$ cat src/rtl/tmr_if_pkg.sv
`timescale 1ns/1ps
package tmr_if_pkg;
    localparam int NCH = 3;
    localparam int BW  = 8;
    localparam int CW  = 2 * BW;
    localparam int MW  = 3;

    typedef enum logic [1:0] {
        ACC_LATCH = 2'b00,
        ACC_LO    = 2'b01,
        ACC_HI    = 2'b10,
        ACC_WORD  = 2'b11
    } acc_e;

    typedef enum logic {
        PH_FIRST  = 1'b0,
        PH_SECOND = 1'b1
    } phase_e;

    typedef enum logic [1:0] {
        CL_EMPTY = 2'd0,
        CL_LO    = 2'd1,
        CL_HI    = 2'd2,
        CL_WLO   = 2'd3
    } clat_e;

    function automatic logic [MW-1:0] fold_mode(input logic [MW-1:0] m);
        return (m[2:1] == 2'b11) ? {1'b0, m[1:0]} : m;
    endfunction
endpackage

$ cat src/rtl/tmr_cmd_decode.sv
`timescale 1ns/1ps
module tmr_cmd_decode
    import tmr_if_pkg::*;
(
    input  logic           wr_en,
    input  logic [1:0]     addr,
    input  logic [BW-1:0]  wdata,
    output logic [NCH-1:0] prog_stb,
    output logic [NCH-1:0] lat_cnt_stb,
    output logic [NCH-1:0] lat_sts_stb,
    output logic [NCH-1:0] data_wr_stb
);
    logic cmd_wr;
    logic is_rback;

    assign cmd_wr   = wr_en && (addr == 2'd3);
    assign is_rback = (wdata[7:6] == 2'd3);

    for (genvar c = 0; c < NCH; c++) begin : g_ch
        logic hit;
        assign hit = (wdata[7:6] == 2'(c));
        assign data_wr_stb[c] = wr_en && (addr == 2'(c));
        assign prog_stb[c]    = cmd_wr && hit && (wdata[5:4] != 2'b00);
        assign lat_cnt_stb[c] = cmd_wr && ((hit && (wdata[5:4] == 2'b00)) ||
                                           (is_rback && wdata[c+1] && !wdata[5]));
        assign lat_sts_stb[c] = cmd_wr && is_rback && wdata[c+1] && !wdata[4];
    end
endmodule

$ cat src/rtl/tmr_chan_port.sv
`timescale 1ns/1ps
module tmr_chan_port
    import tmr_if_pkg::*;
(
    input  logic          clk,
    input  logic          rst_n,
    input  logic          prog_stb,
    input  logic [BW-1:0] ctl_byte,
    input  logic          lat_cnt_stb,
    input  logic          lat_sts_stb,
    input  logic          data_wr_stb,
    input  logic          data_rd_stb,
    input  logic [BW-1:0] wbyte,
    input  logic [CW-1:0] live_cnt,
    input  logic          out_lvl,
    input  logic          cnt_taken,
    output logic [BW-1:0] rd_byte,
    output logic          load_stb,
    output logic [CW-1:0] load_val,
    output logic [MW-1:0] mode,
    output logic          bcd
);
    acc_e          acc_q,  acc_d;
    logic [MW-1:0] mode_q, mode_d;
    logic          bcd_q,  bcd_d;
    phase_e        wph_q,  wph_d;
    phase_e        rph_q,  rph_d;
    logic [BW-1:0] hold_q, hold_d;
    clat_e         cl_q,   cl_d;
    logic [CW-1:0] clv_q,  clv_d;
    logic          sp_q,   sp_d;
    logic [BW-1:0] sv_q,   sv_d;
    logic          null_q, null_d;
    logic          lstb_q, lstb_d;
    logic [CW-1:0] lval_q, lval_d;

    // state register
    always_ff @(posedge clk or negedge rst_n) begin
        if (!rst_n) begin
            acc_q  <= ACC_LO;
            mode_q <= '0;
            bcd_q  <= 1'b0;
            wph_q  <= PH_FIRST;
            rph_q  <= PH_FIRST;
            hold_q <= '0;
            cl_q   <= CL_EMPTY;
            clv_q  <= '0;
            sp_q   <= 1'b0;
            sv_q   <= '0;
            null_q <= 1'b0;
            lstb_q <= 1'b0;
            lval_q <= '0;
        end else begin
            acc_q  <= acc_d;
            mode_q <= mode_d;
            bcd_q  <= bcd_d;
            wph_q  <= wph_d;
            rph_q  <= rph_d;
            hold_q <= hold_d;
            cl_q   <= cl_d;
            clv_q  <= clv_d;
            sp_q   <= sp_d;
            sv_q   <= sv_d;
            null_q <= null_d;
            lstb_q <= lstb_d;
            lval_q <= lval_d;
        end
    end

    // next-state logic
    always_comb begin
        acc_d  = acc_q;
        mode_d = mode_q;
        bcd_d  = bcd_q;
        wph_d  = wph_q;
        rph_d  = rph_q;
        hold_d = hold_q;
        cl_d   = cl_q;
        clv_d  = clv_q;
        sp_d   = sp_q;
        sv_d   = sv_q;
        null_d = null_q;
        lstb_d = 1'b0;
        lval_d = lval_q;

        // read sequencer: status, then frozen count, then live phase
        if (data_rd_stb) begin
            if (sp_q) begin
                sp_d = 1'b0;
            end else if (cl_q != CL_EMPTY) begin
                unique case (cl_q)
                    CL_WLO:       cl_d = CL_HI;
                    CL_LO, CL_HI: cl_d = CL_EMPTY;
                    CL_EMPTY:     cl_d = CL_EMPTY;
                endcase
            end else if (acc_q == ACC_WORD) begin
                rph_d = (rph_q == PH_FIRST) ? PH_SECOND : PH_FIRST;
            end
        end

        // write sequencer
        if (prog_stb) begin
            acc_d  = acc_e'(ctl_byte[5:4]);
            mode_d = fold_mode(ctl_byte[3:1]);
            bcd_d  = ctl_byte[0];
            wph_d  = PH_FIRST;
            rph_d  = PH_FIRST;
        end else if (data_wr_stb) begin
            unique case (acc_q)
                ACC_LO: begin
                    lstb_d = 1'b1;
                    lval_d = {{BW{1'b0}}, wbyte};
                end
                ACC_HI: begin
                    lstb_d = 1'b1;
                    lval_d = {wbyte, {BW{1'b0}}};
                end
                ACC_WORD: begin
                    unique case (wph_q)
                        PH_FIRST: begin
                            hold_d = wbyte;
                            wph_d  = PH_SECOND;
                        end
                        PH_SECOND: begin
                            lstb_d = 1'b1;
                            lval_d = {wbyte, hold_q};
                            wph_d  = PH_FIRST;
                        end
                    endcase
                end
                ACC_LATCH: ;
            endcase
        end

        // snapshot requests, ignored while an earlier one is unread
        if (lat_cnt_stb && (cl_q == CL_EMPTY)) begin
            clv_d = live_cnt;
            unique case (acc_q)
                ACC_HI:            cl_d = CL_HI;
                ACC_WORD:          cl_d = CL_WLO;
                ACC_LO, ACC_LATCH: cl_d = CL_LO;
            endcase
        end
        if (lat_sts_stb && !sp_q) begin
            sp_d = 1'b1;
            sv_d = {out_lvl, null_q, acc_q, mode_q, bcd_q};
        end

        if (prog_stb || data_wr_stb) begin
            null_d = 1'b1;
        end else if (cnt_taken) begin
            null_d = 1'b0;
        end
    end

    // output logic
    always_comb begin
        rd_byte = live_cnt[BW-1:0];
        if (sp_q) begin
            rd_byte = sv_q;
        end else begin
            unique case (cl_q)
                CL_LO, CL_WLO: rd_byte = clv_q[BW-1:0];
                CL_HI:         rd_byte = clv_q[CW-1:BW];
                CL_EMPTY: begin
                    unique case (acc_q)
                        ACC_HI:   rd_byte = live_cnt[CW-1:BW];
                        ACC_WORD: rd_byte = (rph_q == PH_FIRST) ? live_cnt[BW-1:0]
                                                                : live_cnt[CW-1:BW];
                        ACC_LO, ACC_LATCH: rd_byte = live_cnt[BW-1:0];
                    endcase
                end
            endcase
        end
    end

    assign load_stb = lstb_q;
    assign load_val = lval_q;
    assign mode     = mode_q;
    assign bcd      = bcd_q;

    // a load strobe only follows a data write
    a_r2_load_after_write: assert property (@(posedge clk) disable iff (!rst_n)
        lstb_q |-> $past(data_wr_stb));
    // the first byte of a word write produces no load
    a_r4_first_byte_no_load: assert property (@(posedge clk) disable iff (!rst_n)
        (data_wr_stb && !prog_stb && acc_q == ACC_WORD && wph_q == PH_FIRST) |=> !lstb_q);
    // a channel command restarts both byte phases
    a_r5_prog_resets_phase: assert property (@(posedge clk) disable iff (!rst_n)
        prog_stb |=> (wph_q == PH_FIRST && rph_q == PH_FIRST));
    // a frozen count is not overwritten until read
    a_r8_latch_held: assert property (@(posedge clk) disable iff (!rst_n)
        (cl_q != CL_EMPTY && !data_rd_stb) |=> $stable(clv_q));
    // a pending status byte is kept until read
    a_r10_status_held: assert property (@(posedge clk) disable iff (!rst_n)
        (sp_q && !data_rd_stb) |=> (sp_q && $stable(sv_q)));
    // a read that returns status leaves the frozen count untouched
    a_r11_status_first: assert property (@(posedge clk) disable iff (!rst_n)
        (data_rd_stb && sp_q && !lat_cnt_stb) |=> $stable(cl_q));
    // programming or writing marks the count as not yet taken
    a_r12_null_set: assert property (@(posedge clk) disable iff (!rst_n)
        (prog_stb || data_wr_stb) |=> null_q);
endmodule

$ cat src/rtl/tmr_ctrl_port.sv
`timescale 1ns/1ps
module tmr_ctrl_port
    import tmr_if_pkg::*;
(
    input  logic               clk,
    input  logic               rst_n,
    input  logic               wr_en,
    input  logic               rd_en,
    input  logic [1:0]         addr,
    input  logic [BW-1:0]      wdata,
    output logic [BW-1:0]      rdata,
    input  logic [NCH*CW-1:0]  live_cnt,
    input  logic [NCH-1:0]     out_lvl,
    input  logic [NCH-1:0]     cnt_taken,
    output logic [NCH-1:0]     load_stb,
    output logic [NCH*CW-1:0]  load_val,
    output logic [NCH*MW-1:0]  mode_sel,
    output logic [NCH-1:0]     bcd_sel
);
    logic [NCH-1:0] prog_stb;
    logic [NCH-1:0] lat_cnt_stb;
    logic [NCH-1:0] lat_sts_stb;
    logic [NCH-1:0] data_wr_stb;
    logic [NCH-1:0] data_rd_stb;
    logic [BW-1:0]  rd_bytes [NCH];
    logic [BW-1:0]  sel_byte;
    logic [BW-1:0]  rdata_q;

    tmr_cmd_decode u_dec (
        .wr_en       (wr_en),
        .addr        (addr),
        .wdata       (wdata),
        .prog_stb    (prog_stb),
        .lat_cnt_stb (lat_cnt_stb),
        .lat_sts_stb (lat_sts_stb),
        .data_wr_stb (data_wr_stb)
    );

    for (genvar c = 0; c < NCH; c++) begin : g_ch
        assign data_rd_stb[c] = rd_en && (addr == 2'(c));
        tmr_chan_port u_chan (
            .clk         (clk),
            .rst_n       (rst_n),
            .prog_stb    (prog_stb[c]),
            .ctl_byte    (wdata),
            .lat_cnt_stb (lat_cnt_stb[c]),
            .lat_sts_stb (lat_sts_stb[c]),
            .data_wr_stb (data_wr_stb[c]),
            .data_rd_stb (data_rd_stb[c]),
            .wbyte       (wdata),
            .live_cnt    (live_cnt[c*CW +: CW]),
            .out_lvl     (out_lvl[c]),
            .cnt_taken   (cnt_taken[c]),
            .rd_byte     (rd_bytes[c]),
            .load_stb    (load_stb[c]),
            .load_val    (load_val[c*CW +: CW]),
            .mode        (mode_sel[c*MW +: MW]),
            .bcd         (bcd_sel[c])
        );
    end

    always_comb begin
        sel_byte = '0;
        for (int c = 0; c < NCH; c++) begin
            if (addr == 2'(c)) sel_byte = rd_bytes[c];
        end
    end

    always_ff @(posedge clk or negedge rst_n) begin
        if (!rst_n) begin
            rdata_q <= '0;
        end else if (rd_en) begin
            rdata_q <= sel_byte;
        end
    end

    assign rdata = rdata_q;

    // the command port reads as zero
    a_r13_cmd_read_zero: assert property (@(posedge clk) disable iff (!rst_n)
        (rd_en && addr == 2'd3) |=> (rdata == '0));
    // read data only changes on a read
    a_r14_rdata_hold: assert property (@(posedge clk) disable iff (!rst_n)
        !rd_en |=> $stable(rdata));
endmodule

$ cat config.mk
export PLATFORM = sky130hd
export DESIGN_NAME = tmr_ctrl_port
export DESIGN_NICKNAME = d
export VERILOG_FILES = /design/src/rtl/tmr_if_pkg.sv /design/src/rtl/tmr_cmd_decode.sv /design/src/rtl/tmr_chan_port.sv /design/src/rtl/tmr_ctrl_port.sv
export SDC_FILE = /design/constraint.sdc
export NUM_CORES = 1
export LEC_CHECK = 0
export ABC_CLOCK_PERIOD_IN_PS = 2100
export CAP_MARGIN = 10
export CORE_MARGIN = 8
export CORE_UTILIZATION = 33
export DETAILED_ROUTE_END_ITERATION = 8
export DONT_BUFFER_PORTS = 1
export HOLD_SLACK_MARGIN = 0.05
export SETUP_SLACK_MARGIN = 0.02
export SLEW_MARGIN = 20
export SYNTH_ARGS = -nofsm -noshare
export SYNTH_HDL_FRONTEND = slang
export SYNTH_SLANG_ARGS = --single-unit
$ cat constraint.sdc
create_clock -name clk -period 2.1 [get_ports clk]
set_input_delay 0.42 -clock clk [delete_from_list [all_inputs] [get_ports clk]]
set_output_delay 0.42 -clock clk [all_outputs]
set_load 0.05 [all_outputs]
## Word-level counts from Yosys, hierarchy flattened

Cells that the tools add are included.

| operators by class | value |
|---|---|
| equality and inequality tests | 37 |
| muxes and demuxes | 94 |
| bitwise logic cells | 6 |
| reductions and logical operators | 113 |

Operator list:

| operator | count |
|---|---|
| one-hot mux 16 bit (3 select lines) | 3 |
| one-hot mux 8 bit (3 select lines) | 6 |
| two-way mux 8 bit | 9 |
| nonzero test 2 bit | 25 |
| two-way mux 1 bit | 48 |
| two-way mux 16 bit | 3 |
| logical AND 1 bit | 38 |
| AND reduction 4 bit | 9 |
| == test 2 bit (second input constant) | 17 |
| two-way mux 2 bit | 12 |
| logical NOT 2 bit | 9 |
| != test 2 x 1 -> 1 bit (second input constant) | 9 |
| one-hot mux 2 bit (3 select lines) | 3 |
| OR reduction 2 bit | 9 |
| == test 2 x 1 -> 1 bit (second input constant) | 8 |
| one-hot mux 1 bit (2 select lines) | 6 |
| one-hot mux 2 bit (2 select lines) | 3 |
| AND reduction 3 bit | 3 |
| nonzero test 3 bit | 3 |
| OR reduction 3 bit | 3 |
| logical OR 1 bit | 6 |
| != test 2 bit (second input constant) | 3 |
| inverter 1 bit | 6 |
| AND reduction 2 bit | 3 |
| 2 further kinds | 6 |

| storage, ports and cells | value |
|---|---|
| flip-flop bits (word level) | 191 |
| bits of input ports | 68 |
| output and inout bits | 71 |

## Logic depth before layout (Yosys ltp)

| logic depth | value |
|---|---|
| depth after elaboration | 8 |
| mapped depth | 8 |
| mapped depth without buffers | 6 |

## Cells and area by module

A second synthesis with hierarchy kept.

| unflattened totals | value |
|---|---|
| cell total of the unflattened synthesis | 780 |
| area total of the unflattened synthesis | 9,197.6 um2 |

Modules (own cells, without submodules):

| module | times used | cells each | area an instance (um2) |
|---|---|---|---|
| tmr_chan_port | 3 | 234 | 2,813.9 |
| tmr_ctrl_port | 1 | 51 | 589.3 |
| tmr_cmd_decode | 1 | 27 | 166.4 |

## Worst setup path before layout

No wires, ideal clock.

| timing | value |
|---|---|
| kind | reg2reg |
| start point | register g_ch[2].u_chan.acc_q[0] |
| end point | register g_ch[2].u_chan.lval_q[7] |
| setup time | 126 ps |
| arrival | 1,852 ps |
| required time | 1,974 ps |
| slack | 122 ps |
| stages on the path, launching flop included | 9 |
| path buffers | 3 |
| cell sequence | dfstp_2 ha_1 clkbuf_1 mux2i_1 or2_2 clkbuf_1 clkbuf_1 a221oi_1 nor2_1 |

| on the way | value |
|---|---|
| longest elaborated chain between the ends | 3 |
| elaborated cells between the ends (all ways) | 7 |
| classes of those cells | eq/ne: 4; mux: 1; reduce/logical: 2 |

Ends and longest elaborated chain:

| item | line | source |
|---|---|---|
| start: declaration | tmr_chan_port.sv:23 | `acc_e acc_q, acc_d;` |
| start signal: assignment | tmr_chan_port.sv:40 | `acc_q <= ACC_LO;` |
| start signal: assignment | tmr_chan_port.sv:54 | `acc_q <= acc_d;` |
| == test 2 bit / == test 2 x 1 -> 1 bit (equally long branches) | tmr_chan_port.sv:109 | `unique case (acc_q)` |
| != test 2 x 1 -> 1 bit (no line) / nonzero test 3 bit (equally long branches) | -- |  |
| AND reduction 4 bit (no line) | -- |  |
| end signal: assignment | tmr_chan_port.sv:66 | `lval_q <= lval_d;` |
| end: declaration | tmr_chan_port.sv:35 | `logic [CW-1:0] lval_q, lval_d;` |

Parallel ways exist; a longest one is shown, timed or not.
A chain may end at the register's enable or synchronous reset.

## Worst setup path in the final report

| timing | value |
|---|---|
| start point | register g_ch[2].u_chan.acc_q[0] |
| end point | register rdata_q[2], in the netlist rdata[2] |

| on the way | value |
|---|---|
| longest elaborated chain between the ends | 6 |
| elaborated cells between the ends (all ways) | 9 |
| classes of those cells | eq/ne: 3; mux: 4; reduce/logical: 2 |

Ends and longest elaborated chain:

| item | line | source |
|---|---|---|
| == test 2 x 1 -> 1 bit / logical NOT 2 bit (equally long branches) | tmr_chan_port.sv:166 | `unique case (acc_q)` |
| OR reduction 2 bit | tmr_chan_port.sv:166 |  |
| one-hot mux 8 bit (3 select lines) * | tmr_chan_port.sv:166 |  |
| one-hot mux 8 bit (3 select lines) * | tmr_chan_port.sv:162 | `unique case (cl_q)` |
| two-way mux 8 bit * | tmr_chan_port.sv:159 | `if (sp_q) begin` |
| two-way mux 8 bit * | tmr_ctrl_port.sv:65 | `if (addr == 2'(c)) sel_byte = rd_bytes[c];` |
| end signal: assignment | tmr_ctrl_port.sv:73 | `rdata_q <= sel_byte;` |
| end: declaration | tmr_ctrl_port.sv:27 | `logic [BW-1:0] rdata_q;` |

Mark *: on every way between the ends. The rest lies on a longest branch, timed or not.

==> flow_summary_export.csv <==
group,metric,value,unit
sta,tightest_slew,0.698,ns
final_layout,fin_cells,1180,
final_layout,syn_to_final_growth,18.4,%
power,powerDensity,1260,mW/mm2
detailed_routing,wl_per_cell,22.2,um
detailed_routing,drt-vias-per-instance,5.42,
setup_path,slowest_stage,"dfstp_2",
sta,setup_viol,0,
global_routing,antenna_found_initial,0,
clock_network,htree_levels,4,
setup_path,critPathMaxStageDelay,0.55,ns
final_layout,fin_nets,906,
place,gp_congestion,0.782,
yosys,synth_ff_type,"dfrtp_1",
clock_network,cts_buffers,17,
detailed_routing,vias,6400,
clock_network,postCtsSetupBuffers,0,
power,p_total,13500,uW
power,power.leakage,0.00474,uW
setup_path,end_kind,"flip-flop",
yosys,syn_nets,892,
clock_network,cts-root-buf,"clkbuf_16",
setup_path,critical_path_required,2.38,ns
die,rows,60,
yosys,synth_enable_flop_cells,0,
global_routing,grt_max_degree,192,
run_status,violations,"negative hold slack",
clock_network,cts_tree,"yes",
die,initial_utilization,0.335,
die,dieWidth,182,um
detailed_routing,wirelength,26.2,mm
yosys,ys_ff_latch,191,
global_routing,grt_pass1_vias,6588,
global_routing,overflow,0,
die,die_h,182,um
clock_network,clock_sinks,191,
final_layout,drive_gt1_frac,0.306,
sta,finalSetupTns,0,ns
sta,hold_ws,-0.308,ns
min_path,worst_hold_path_type,"input pin to asynchronous set/reset pin",
place,placed_cells,1148,
global_routing,grt_use_total,0.159,
sta,rsz0062_at_grt,"true",
clock_network,clockBufferDepth,2,
run,timing.max_cap.violations,0,
clock_network,clkTransAtPathRegs,0.07,ns
setup_path,worst_setup_path_start_kind,"flip-flop",
yosys,yosysSeqAreaShare,0.529,
setup_path,path_class,"flip-flop to flip-flop",
run_status,status,"complete, but fails checks",
detailed_routing,dr.first_iter.drc_count,552,
yosys,async_reset_ff_frac,1.00,
detailed_routing,drc,0,
yosys,syn_area,0.00904,mm2
detailed_routing,ant_nets,0,
sta,min_period,2.04,ns
final_layout,num_antenna_cells,0,
setup_path,arrival,2.32,ns
die,die_area,0.0329,mm2
setup_path,path_cells,"inv_1 > ha_1 > a21o_4 > and3_1 > o311ai_2 > a41oi_1",
power,vdd_drop_max,593,uV
die,core_region_area,0.0270,mm2
yosys,synth_cells,812,
sta,drv_slew,0,
detailed_routing,detail_route.first_pass.iterations,5,
final_layout,mostFrequentLayoutCells,"dfrtp_1, mux2_2, nand2_1, buf_4, o21ai_0",
global_routing,grt_pass1_wl,40.6,mm
sta,maxSlewHeadroom,0.534,
yosys,ys_warn_count,0,
die,pin_count,139,
sta,finClkSkew,0.0132,ns
clock_network,clk_latency,0.43,ns
place,numPortBuffers,0,
yosys,syn_area_per_cell,11.1,um2
sta,hold_viol,191,
final_layout,final_common_cell,"dfrtp_1",
setup_path,path_max_fanout,8,
sta,max_freq,0.490,GHz
place,dp_hpwl,18.2,mm
sta,post-route-period-util,0.972,
yosys,synth.distinct_cells,43,
-- cells in the mapped netlist, drive strengths merged, types with 2 or more instances --
cell type / instances / share of area
nand4b: 2 / 0.0019
a2111oi: 24 / 0.023
nor2b: 4 / 0.0028
and3: 24 / 0.017
ha: 12 / 0.017
nand3b: 4 / 0.0033
clkbuf: 49 / 0.020
nor3b: 3 / 0.0062
a22oi: 16 / 0.013
and2b: 2 / 0.0017
nand2b: 29 / 0.020
a221oi: 8 / 0.0078
dfstp: 3 / 0.0087
buf: 14 / 0.0090
o311ai: 24 / 0.023
o21ai: 50 / 0.028
inv: 33 / 0.014
nand2: 86 / 0.036
a221o: 27 / 0.030
mux2: 108 / 0.13
or2: 7 / 0.0048
nand4: 2 / 0.0028
a22o: 2 / 0.0019
dfrtp: 188 / 0.52
a41oi: 8 / 0.0078
or3: 4 / 0.0028
nor2: 41 / 0.017
nand3: 14 / 0.0083
nor4b: 2 / 0.0019
nor3: 4 / 0.0022
a21oi: 6 / 0.0033
a21o: 6 / 0.0050
-- per-layer routing --
metal  share of wire  routed length [um]  vias up  global-route usage
met2            0.48               12500      161               0.258
met5               0                   0        -                   0
met3           0.082                2150       26              0.0555
li1                -                   -     2981                   -
met1            0.42               11100     3232               0.197
met4           0.016                 426        0              0.0499
-- worst paths after layout --
check / slack, ns / from / cells past startpoint / to
min in group clk: 0.10 / rd_en / 1 / rdata[4]
worst min register to register: 0.50 / g_ch[1].u_chan.sv_q[3] / 1 / g_ch[1].u_chan.sv_q[3]
worst min-delay path: -0.31 / rst_n / 0 / g_ch[2].u_chan.load_val[7]
worst max-delay path: 0.06 / g_ch[2].u_chan.acc_q[0] / 6 / rdata[2]
max in group asynchronous: 2.16 / rst_n / 0 / g_ch[0].u_chan.acc_q[0]
worst max register to register: 0.06 / g_ch[2].u_chan.acc_q[0] / 6 / rdata[2]
-- worst max-delay path: cells and delay by family, from the launching register on --
kind / cells / cell delay (ns)
AOI/OAI and AO/OA: 3 / 0.85
adders and majority gates: 1 / 0.23
buffers and inverters: 1 / 0.08
DFF: 1 / 0.55
and+or+nand+nor: 1 / 0.19
-- power breakdown --
group          leakage (uW)  switching (uW)  internal [uW]  total [uW]
Sequential          0.00245            2580           4680        7260
Combinational       0.00197            1340           1320        2660
Clock              0.000313            1500           2060        3560
-- registers in the layout, indices dropped and copies added, names as in the netlist --
name                  cells
g_ch.u_chan.clv_q        48
g_ch.u_chan.load_val     48
g_ch.u_chan.hold_q       24
g_ch.u_chan.sv_q         24
g_ch.u_chan.mode          9
rdata                     8
g_ch.u_chan.acc_q         6
g_ch.u_chan.cl_q          6
g_ch.u_chan.bcd           3
g_ch.u_chan.load_stb      3
g_ch.u_chan.null_q        3
g_ch.u_chan.rph_q         3
g_ch.u_chan.sp_q          3
g_ch.u_chan.wph_q         3
-- cells by family after synthesis --
family | synth area share
simple gates | 0.129
flops | 0.529
buf+inv | 0.0432
compound gates | 0.145
mux | 0.136
xor+xnor | 0.000969
fa+ha+maj | 0.0166
-- timing repair --
item,4_1_cts,5_1_grt
setup endpoints to repair,24,10
resized for setup,38,63
gates cloned,0,0
endpoints found under the hold margin,191,191
pin swaps,3,7
-- layout make-up --
cell class | count | area [um2]
Fill cell | 2557 | 16300
Clock buffer | 19 | 443
Tap cell | 341 | 427
Clock inverter | 13 | 199
Sequential cell | 191 | 4780
Inverter | 33 | 124
Multi-Input combinational cell | 525 | 4260
Timing Repair Buffer | 58 | 459
-- stage by stage --
stage          utilization  cell area (um2)  worst slack (ns)  hold slack, ns
5_1_grt              0.397            10700           -0.0352          -0.342
3_3_place_gp         0.358             9660            -0.173           0.136
3_5_place_dp         0.358             9660            -0.223           0.135
2_1_floorplan            -             9040             0.122           0.124
4_1_cts              0.386            10400           -0.0778          -0.331
6_report             0.397            10700            0.0584          -0.308
(Power assumes the default switching activity.)
